$ cat src/rtl/bitop_pkg.sv
package bitop_pkg;

  localparam int BW    = 8;                 // storage byte width
  localparam int IW    = $clog2(BW);        // bit index width
  localparam int AW    = 8;                 // bit address width
  localparam int ROWW  = AW - 1 - IW;       // row field width below the region bit
  localparam int ROWS  = 2 ** ROWW;         // bytes per region

  typedef enum logic [3:0] {
    BOP_NOP      = 4'd0,
    BOP_SET_C    = 4'd1,
    BOP_CLR_C    = 4'd2,
    BOP_CPL_C    = 4'd3,
    BOP_SET_B    = 4'd4,
    BOP_CLR_B    = 4'd5,
    BOP_CPL_B    = 4'd6,
    BOP_LD_C     = 4'd7,
    BOP_ST_C     = 4'd8,
    BOP_AND_C    = 4'd9,
    BOP_ANDN_C   = 4'd10,
    BOP_OR_C     = 4'd11,
    BOP_ORN_C    = 4'd12,
    BOP_JSET     = 4'd13,
    BOP_JCLR     = 4'd14,
    BOP_JSET_CLR = 4'd15
  } bop_e;

  typedef struct packed {
    logic          wr_en;
    logic [BW-1:0] wr_data;
    logic [BW-1:0] wr_mask;
    logic          cy_we;
    logic          cy_val;
    logic          br;
  } bop_res_t;

  function automatic logic [BW-1:0] bit_onehot(input logic [IW-1:0] idx);
    logic [BW-1:0] m;
    m = '0;
    m[idx] = 1'b1;
    return m;
  endfunction

  function automatic logic [BW-1:0] put_bit(input logic [BW-1:0] src,
                                            input logic [IW-1:0] idx,
                                            input logic          val);
    logic [BW-1:0] r;
    r = src;
    r[idx] = val;
    return r;
  endfunction

  // operations that write a byte back and therefore read the latch of a port
  function automatic logic is_rmw(input bop_e op);
    return (op == BOP_SET_B) || (op == BOP_CLR_B) || (op == BOP_CPL_B) ||
           (op == BOP_ST_C)  || (op == BOP_JSET_CLR);
  endfunction

  function automatic logic carry_logic(input bop_e op, input logic cy,
                                       input logic b);
    logic r;
    case (op)
      BOP_AND_C:  r = cy & b;
      BOP_ANDN_C: r = cy & ~b;
      BOP_OR_C:   r = cy | b;
      BOP_ORN_C:  r = cy | ~b;
      default:    r = cy;
    endcase
    return r;
  endfunction

endpackage

$ cat src/rtl/bitop_addr_map.sv
module bitop_addr_map
  import bitop_pkg::*;
#(
  parameter logic [BW-1:0]   RAM_BASE  = 8'h20,
  parameter logic [ROWS-1:0] PORT_ROWS = 16'h0055
) (
  input  logic [AW-1:0] bit_addr,
  input  bop_e          op,
  output logic [BW-1:0] byte_addr,
  output logic [IW-1:0] bit_idx,
  output logic          in_sfr,
  output logic          use_latch
);

  logic [ROWW-1:0] row;
  logic [ROWS-1:0] row_hit;
  logic            port_row;

  assign row     = bit_addr[AW-2:IW];
  assign bit_idx = bit_addr[IW-1:0];
  assign in_sfr  = bit_addr[AW-1];

  // one comparator per register row; a row is a port only if PORT_ROWS says so
  for (genvar g = 0; g < ROWS; g++) begin : g_row
    if (PORT_ROWS[g]) begin : g_port
      assign row_hit[g] = (row == ROWW'(g));
    end else begin : g_plain
      assign row_hit[g] = 1'b0;
    end
  end

  assign port_row = |row_hit;

  always_comb begin
    if (in_sfr) begin
      byte_addr = {bit_addr[AW-1:IW], {IW{1'b0}}};
    end else begin
      byte_addr = RAM_BASE + BW'(row);
    end
  end

  assign use_latch = in_sfr && port_row && is_rmw(op);

endmodule

$ cat src/rtl/bitop_exec.sv
module bitop_exec
  import bitop_pkg::*;
(
  input  bop_e          op,
  input  logic [IW-1:0] bit_idx,
  input  logic [BW-1:0] src_byte,
  input  logic          cy_in,
  output bop_res_t      res
);

  logic          bv;
  logic [BW-1:0] mask;

  assign bv   = src_byte[bit_idx];
  assign mask = bit_onehot(bit_idx);

  always_comb begin
    res = '0;
    case (op)
      BOP_SET_C: begin
        res.cy_we  = 1'b1;
        res.cy_val = 1'b1;
      end
      BOP_CLR_C: begin
        res.cy_we  = 1'b1;
        res.cy_val = 1'b0;
      end
      BOP_CPL_C: begin
        res.cy_we  = 1'b1;
        res.cy_val = ~cy_in;
      end
      BOP_SET_B: begin
        res.wr_en   = 1'b1;
        res.wr_data = put_bit(src_byte, bit_idx, 1'b1);
      end
      BOP_CLR_B: begin
        res.wr_en   = 1'b1;
        res.wr_data = put_bit(src_byte, bit_idx, 1'b0);
      end
      BOP_CPL_B: begin
        res.wr_en   = 1'b1;
        res.wr_data = put_bit(src_byte, bit_idx, ~bv);
      end
      BOP_LD_C: begin
        res.cy_we  = 1'b1;
        res.cy_val = bv;
      end
      BOP_ST_C: begin
        res.wr_en   = 1'b1;
        res.wr_data = put_bit(src_byte, bit_idx, cy_in);
      end
      BOP_AND_C, BOP_ANDN_C, BOP_OR_C, BOP_ORN_C: begin
        res.cy_we  = 1'b1;
        res.cy_val = carry_logic(op, cy_in, bv);
      end
      BOP_JSET: res.br = bv;
      BOP_JCLR: res.br = ~bv;
      BOP_JSET_CLR: begin
        res.br      = bv;
        res.wr_en   = bv;
        res.wr_data = bv ? put_bit(src_byte, bit_idx, 1'b0) : '0;
      end
      default: res = '0;
    endcase
    res.wr_mask = res.wr_en ? mask : '0;
  end

endmodule

$ cat src/rtl/bitop_outreg.sv
module bitop_outreg
  import bitop_pkg::*;
(
  input  logic          clk,
  input  logic          rst_n,
  input  logic          take,
  input  bop_res_t      res,
  input  logic [BW-1:0] byte_addr,
  output logic          done,
  output logic          wr_en,
  output logic [BW-1:0] wr_addr,
  output logic [BW-1:0] wr_data,
  output logic [BW-1:0] wr_mask,
  output logic          cy_we,
  output logic          cy_out,
  output logic          br_taken
);

  always_ff @(posedge clk) begin
    if (!rst_n) begin
      done     <= 1'b0;
      wr_en    <= 1'b0;
      wr_addr  <= '0;
      wr_data  <= '0;
      wr_mask  <= '0;
      cy_we    <= 1'b0;
      cy_out   <= 1'b0;
      br_taken <= 1'b0;
    end else if (take) begin
      done     <= 1'b1;
      wr_en    <= res.wr_en;
      wr_addr  <= byte_addr;
      wr_data  <= res.wr_data;
      wr_mask  <= res.wr_mask;
      cy_we    <= res.cy_we;
      cy_out   <= res.cy_val;
      br_taken <= res.br;
    end else begin
      done     <= 1'b0;
      wr_en    <= 1'b0;
      wr_mask  <= '0;
      cy_we    <= 1'b0;
      br_taken <= 1'b0;
    end
  end

endmodule

$ cat src/rtl/bitop_unit.sv
module bitop_unit
  import bitop_pkg::*;
#(
  parameter logic [BW-1:0]   RAM_BASE  = 8'h20,
  parameter logic [ROWS-1:0] PORT_ROWS = 16'h0055
) (
  input  logic          clk,
  input  logic          rst_n,
  input  logic          op_valid,
  input  logic [3:0]    op_code,
  input  logic [AW-1:0] bit_addr,
  input  logic          cy_in,
  output logic [BW-1:0] rd_addr,
  input  logic [BW-1:0] rd_byte,
  input  logic [BW-1:0] rd_latch,
  output logic          done,
  output logic          wr_en,
  output logic [BW-1:0] wr_addr,
  output logic [BW-1:0] wr_data,
  output logic [BW-1:0] wr_mask,
  output logic          cy_we,
  output logic          cy_out,
  output logic          br_taken
);

  bop_e          op;
  logic [BW-1:0] byte_addr;
  logic [IW-1:0] bit_idx;
  logic          in_sfr;
  logic          use_latch;
  logic [BW-1:0] sel_byte;   // byte the operation works on, seen by the checker
  bop_res_t      res;

  assign op = bop_e'(op_code);

  bitop_addr_map #(
    .RAM_BASE (RAM_BASE),
    .PORT_ROWS(PORT_ROWS)
  ) u_map (
    .bit_addr (bit_addr),
    .op       (op),
    .byte_addr(byte_addr),
    .bit_idx  (bit_idx),
    .in_sfr   (in_sfr),
    .use_latch(use_latch)
  );

  assign rd_addr  = byte_addr;
  assign sel_byte = use_latch ? rd_latch : rd_byte;

  bitop_exec u_exec (
    .op      (op),
    .bit_idx (bit_idx),
    .src_byte(sel_byte),
    .cy_in   (cy_in),
    .res     (res)
  );

  bitop_outreg u_out (
    .clk      (clk),
    .rst_n    (rst_n),
    .take     (op_valid),
    .res      (res),
    .byte_addr(byte_addr),
    .done     (done),
    .wr_en    (wr_en),
    .wr_addr  (wr_addr),
    .wr_data  (wr_data),
    .wr_mask  (wr_mask),
    .cy_we    (cy_we),
    .cy_out   (cy_out),
    .br_taken (br_taken)
  );

endmodule

$ cat config.mk
export PLATFORM = sky130hd
export DESIGN_NAME = bitop_unit
export DESIGN_NICKNAME = d
export VERILOG_FILES = /design/src/rtl/bitop_pkg.sv /design/src/rtl/bitop_addr_map.sv /design/src/rtl/bitop_exec.sv /design/src/rtl/bitop_outreg.sv /design/src/rtl/bitop_unit.sv
export SDC_FILE = /design/constraint.sdc
export NUM_CORES = 1
export LEC_CHECK = 0
export BUFFER_PORTS_ARGS = -buffer_cell sky130_fd_sc_hd__buf_2
export CAP_MARGIN = 10
export CELL_PAD_IN_SITES_DETAIL_PLACEMENT = 1
export CELL_PAD_IN_SITES_GLOBAL_PLACEMENT = 1
export CORE_MARGIN = 5
export CORE_UTILIZATION = 32
export DETAILED_ROUTE_END_ITERATION = 12
export PLACE_DENSITY_LB_ADDON = 0.1
export REMOVE_ABC_BUFFERS = 1
export SYNTH_ARGS = -nofsm -noshare
export SYNTH_HDL_FRONTEND = slang
export SYNTH_HIERARCHICAL = 1
export SYNTH_SLANG_ARGS = --single-unit
$ cat constraint.sdc
create_clock -name clk -period 2.6 [get_ports clk]
set_input_delay 0.26 -clock clk [delete_from_list [all_inputs] [get_ports clk]]
set_output_delay 0.26 -clock clk [all_outputs]
set_load 0.1 [all_outputs]
==> flow_summary.ini, run 1 <==
[grt]
antenna_found_initial = 0
overflow = 0
gr-usage-all-layers = 0.154
first_global_vias = 1958
grt_max_degree = 30
grt_pass1_wl_microns = 9300

[die]
coreArea_sq_mm = 0.00585
initial_core_util = 0.326
die_h_microns = 87.2
num_rows = 28
fp.dieArea_sq_mm = 0.00760
io_pins = 69
fp.dieW_microns = 87.2

[setup_path]
crit_type = input port to register
max_stage_delay_ns = 0.42
crit_top_cell = buf_6
required_ns = 2.78
crit_chain = buf_8 -> nor4b_4 -> a21oi_2 -> a21oi_2 -> buf_6 -> mux2_4 -> mux2i_2 -> o32ai_2 -> or3_4 -> a211oi_4 -> buf_6 -> buf_6 -> nor3_2 -> and3_1
critPathCaptureType = register
crit_slowest_cell = or3_4
critPathLaunchType = input port
crit_buf_inv = 4
cp.arrival_ns = 2.85
crit_family = simple AND/OR/NAND/NOR gates
path_max_fanout = 8

[worst_hold_path]
hold_class = input port to register

[placement]
dp_hpwl_microns = 4290
place_ws_ns = -0.475
numPortBuffers = 68
dp.cells = 366
gp_congestion = 0.792

[run_status]
violations = negative setup slack
outcome = finished with violations

[timing]
setup_violations = 12
hold_viol = 0
rsz0062_at_grt = true
slew_headroom = 0.542
fin_ws_ns = -0.0749
hold_ws_ns = 0.380
final_max_slew_viol_count = 0
fin_crit_ns = 2.67
tns_ns = -0.430
finClkSkew_ns = 0
fmax_mhz = 374
fin_crit_sh = 1.03
worst_pin_slew_ns = 0.687

[pwr]
internal-power_w = 0.000918
pwr-share-comb = 0.317
p_per_area_mw_per_mm2 = 532
p_seq_frac = 0.331
p_switching_w = 0.000480
p_leak_nw = 1.26
peakVddDrop_mv = 0.225
swShare = 0.344
clkPwrFrac = 0.352

[layout]
fin_nets = 331
final_util = 0.449
drive_gt1_frac = 0.450
area_delta_synth_final_pct = 38.0
fillers = 714
num_antenna_cells = 0
final_cells = 375

[run]
cap_violations = 0

[clocking]
cts.sinks = 29
cts.clk_slew.worst_paths_ns = 0.07
cts_tree = yes
clk_latency_ns = 0.28
ctsHoldBuffers = 0
cts_buffer_depth = 2
clock-root-buffer = clkbuf_8
htreeDepth = 2
cts_buffers = 5

[drt]
drt_first_pass_iters = 4
routed_via_density = 4.93
routed_wl_microns = 5670
ant_nets = 0
drt-initial-drc-count = 81
num_vias = 1850
wl_per_cell_microns = 15.1
drcViolationCount = 0

[synthesis]
ys.warnings.count = 6
syn_avg_cell_area_sq_um = 8.66
syn_inst = 220
syn_area_sq_mm = 0.00191
## stage by stage
step                      instance area, sq um  total power (W)
after global placement                    2370         0.000888
after global routing                      2630          0.00146
after floorplan                           1760         0.000739
after CTS                                 2580          0.00141
final                                     2630          0.00140
after detailed placement                  2370         0.000890
## worst reg2reg max path: cells and delay by family, from the launching register on
kind          cells  cell delay, ns
flops             1            0.34
mux               1            0.07
simple gates      1            0.15
## flip-flops by register name, summed over array words and instances, names as in the netlist
register,flops
u_out/br_taken,1
u_out/cy_out,1
u_out/cy_we,1
u_out/done,1
u_out/wr_addr,8
u_out/wr_data,8
u_out/wr_en,1
u_out/wr_mask,8
## worst paths after layout
check | to | from | slack (ns) | cells past startpoint
max | u_out/wr_mask[2] | op_code[2] | -0.07 | 14
max reg2reg | u_out/cy_out | u_out/cy_out | 1.97 | 2
min | u_out/wr_addr[5] | bit_addr[5] | 0.38 | 4
min reg2reg | u_out/wr_data[2] | u_out/wr_data[2] | 0.52 | 2
## cells in the final DEF (no fill, tap or decap), types with 8 or more instances in the layout
cell	count
and3_1	12
mux2i_1	21
nor2b_1	23
buf_2	65
nand2_1	9
nor2_1	17
o21ai_0	10
buf_4	21
dfxtp_1	29
mux2_4	8
## cell type report
type | instances | area (sq um) | share of cell area
multi-input cells | 165 | 1250 | 0.477
inverters | 5 | 18.8 | 0.00714
repair buffers | 93 | 566 | 0.215
flip-flops and latches | 29 | 581 | 0.221
clock buffers | 7 | 86.3 | 0.0328
clock inverters | 1 | 30.0 | 0.0114
well taps | 75 | 93.8 | 0.0357
## power by group through the flow
stage | Sequential (W) | Clock (W) | Combinational (W)
floorplan | 0.000571 | 0 | 0.000169
global placement | 0.000473 | 0 | 0.000415
detailed placement | 0.000473 | 0 | 0.000416
CTS | 0.000464 | 0.000504 | 0.000438
global route | 0.000465 | 0.000524 | 0.000473
finish | 0.000463 | 0.000492 | 0.000443
## per-layer routing
layer / track usage / vias to the layer above / routed length [microns]
li1: - / 923 / -
met5: 0 / - / 0
met4: 0.0446 / 0 / 81
met3: 0.0482 / 9 / 444
met2: 0.256 / 66 / 2550
met1: 0.191 / 852 / 2590
## repair_timing
| item | CTS | global route |
|---|---|---|
| buffers inserted | 2 | 0 |
| pin swaps | 8 | 5 |
| endpoints found under the hold margin | 0 | 0 |
| gates resized for setup | 17 | 16 |
| setup endpoints to repair | 18 | 19 |
(Power assumes the default switching activity.)
==> inputs of run 2 (changes only) <==
Settings changed: ABC_AREA set to 1, CORE_MARGIN 5 to 1.5, CORE_UTILIZATION 32 to 31.
==> run 2 against run 1 <==
The flow now finishes without violations. Largest power group is now combinational cells. Largest cell class unchanged. First-iteration DRC count down 11%. Final cell count up 43%. Clock power decreased by 23%.
==> flow_summary.ini, run 2 <==
[setup_path]
crit_chain = buf_2 -> nand2_1 -> nand2_1 -> nand2_1 -> nand2_1 -> nand2_1 -> inv_1 -> buf_4 -> nand2_1 -> nand2_1 -> nand4_1 -> nand2_1 -> nor2_4 -> nand2_4 -> nand2_2 -> nand4_4 -> nand2_1 -> nand2_1 -> inv_1 -> nand2_1 -> nand2_1 -> nor2_1
timing.rr.start = u_out/wr_addr[5]
path_max_fanout = 13
rr_worst_depth = 2
crit_buf_inv = 4
critPathLaunchType = input port
crit_family = simple AND/OR/NAND/NOR gates
critPathCaptureType = register
crit_slowest_cell = nor2_4
crit_type = input port to register
reg2reg_slack_ns = 2.04
cp.arrival_ns = 2.31
max_stage_delay_ns = 0.20
required_ns = 2.78
crit_top_cell = nand2_1
r2r_end = u_out/wr_addr[5]
cp.depth = 22

[synthesis]
syn_area_sq_mm = 0.00226
ys.warnings.count = 6
syn_avg_cell_area_sq_um = 5.92
syn_inst = 381

[timing]
hold_ws_ns = 0.371
setup_violations = 0
finClkSkew_ns = 0
rsz0062_at_grt = false
fin_crit_ns = 2.13
fmax_mhz = 469
tns_ns = 0
fin_crit_sh = 0.820
slew_headroom = 0.467
worst_pin_slew_ns = 0.796
final_max_slew_viol_count = 0
hold_viol = 0

[clocking]
htreeDepth = 2
cts_buffer_depth = 2
cts.sinks = 29
cts.clk_slew.worst_paths_ns = 0.07
ctsHoldBuffers = 0
cts_tree = yes
clock-root-buffer = clkbuf_8
postCtsSetupRepairBufs = 0
cts_buffers = 5
clk_latency_ns = 0.28
cts_resized = 0

[pwr]
peakVddDrop_mv = 0.212
p_leak_nw = 1.53
p_per_area_mw_per_mm2 = 500
total_power_w = 0.00133

[drt]
drcViolationCount = 0
drt-initial-drc-count = 72
routed_via_density = 4.45
ant_nets = 0
num_vias = 2395
drt_first_pass_iters = 4
routed_wl_microns = 6530
wl_per_cell_microns = 12.1

[layout]
fillers = 1027
final_common_cell = nand2_1
num_antenna_cells = 0
register_area_sq_um = 581
drive_gt1_frac = 0.233
reg.largest.list = u_out/wr_addr: 8 flops, u_out/wr_data: 8 flops, u_out/wr_mask: 8 flops
most-common-layout-cells = nand2_1 (115), inv_1 (71), buf_2 (68), nor2_1 (62), dfxtp_1 (29)
area_delta_synth_final_pct = 17.9
fin_nets = 474
multiInputGateArea_sq_mm = 0.00123

[worst_hold_path]
min_delay_path_depth = 5
hp-start = op_code[0]
holdPathEnd = u_out/br_taken
hold_class = input port to register

[die]
initial_core_util = 0.327
coreArea_sq_mm = 0.00691
num_rows = 30
io_pins = 69
die_h_microns = 88.3
fp.dieArea_sq_mm = 0.00780
fp.dieW_microns = 88.3

[grt]
first_global_vias = 2409
grt_max_degree = 36
gr-usage-all-layers = 0.182
overflow = 0
antenna_found_initial = 0
grt_pass1_wl_microns = 11000

[placement]
numPortBuffers = 68
gp_congestion = 0.813
dp_hpwl_microns = 5010

[run_status]
outcome = finished, final reports clean

[run]
cap_violations = 0
==> run 2: worst max path at each step <==
| stage | startpoint | end |
|---|---|---|
| 2_1_floorplan | bit_addr[6] | u_out/wr_addr[3] |
| 4_1_cts | op_code[0] | u_out/wr_data[4] |
| 3_3_place_gp | op_code[0] | u_out/wr_data[4] |
| 5_1_grt | op_code[0] | u_out/wr_data[4] |
| 3_5_place_dp | op_code[0] | u_out/wr_data[4] |
| 6_report | op_code[0] | u_out/wr_data[4] |
==> run 2: area by class of cell <==
type	count	share of cell area
multi-input cells	260	0.462
repair buffers	71	0.136
well taps	96	0.0452
clock buffers	7	0.0325
inverters	75	0.106
flip-flops and latches	29	0.218
==> run 2: through the flow <==
| stage | instance area (sq um) | setup WS [ns] | cells | utilization |
|---|---|---|---|---|
| 2_1_floorplan | 2090 | -0.247 | 364 | - |
| 3_3_place_gp | 2570 | 0.251 | 531 | 0.372 |
| 3_5_place_dp | 2570 | 0.154 | 531 | 0.372 |
| 4_1_cts | 2660 | 0.460 | 538 | 0.385 |
| 5_1_grt | 2660 | 0.178 | 538 | 0.385 |
| 6_report | 2660 | 0.467 | 538 | 0.385 |
==> run 2: layer usage <==
layer	routed length, microns	vias up	global-route usage
li1	-	1269	-
met1	3000	1079	0.223
met2	3210	39	0.316
met3	193	8	0.0410
met4	118	0	0.0540
met5	0	-	0
==> run 2: where the power goes <==
group / internal, W / switching [W] / leakage, nW / total, W
combinational: 0.000101 / 0.000376 / 1.25 / 0.000477
sequential: 0.000465 / 0.00000829 / 0.238 / 0.000473
clock: 0.000210 / 0.000169 / 0.0443 / 0.000379
total: 0.000776 / 0.000554 / 1.53 / 0.00133
==> run 2: tightest hold or removal path: stages <==
cell and delay, ns:
buf_2 0.14, nand2_1 0.07, a21oi_1 0.06, inv_1 0.05, nor2_1 0.04
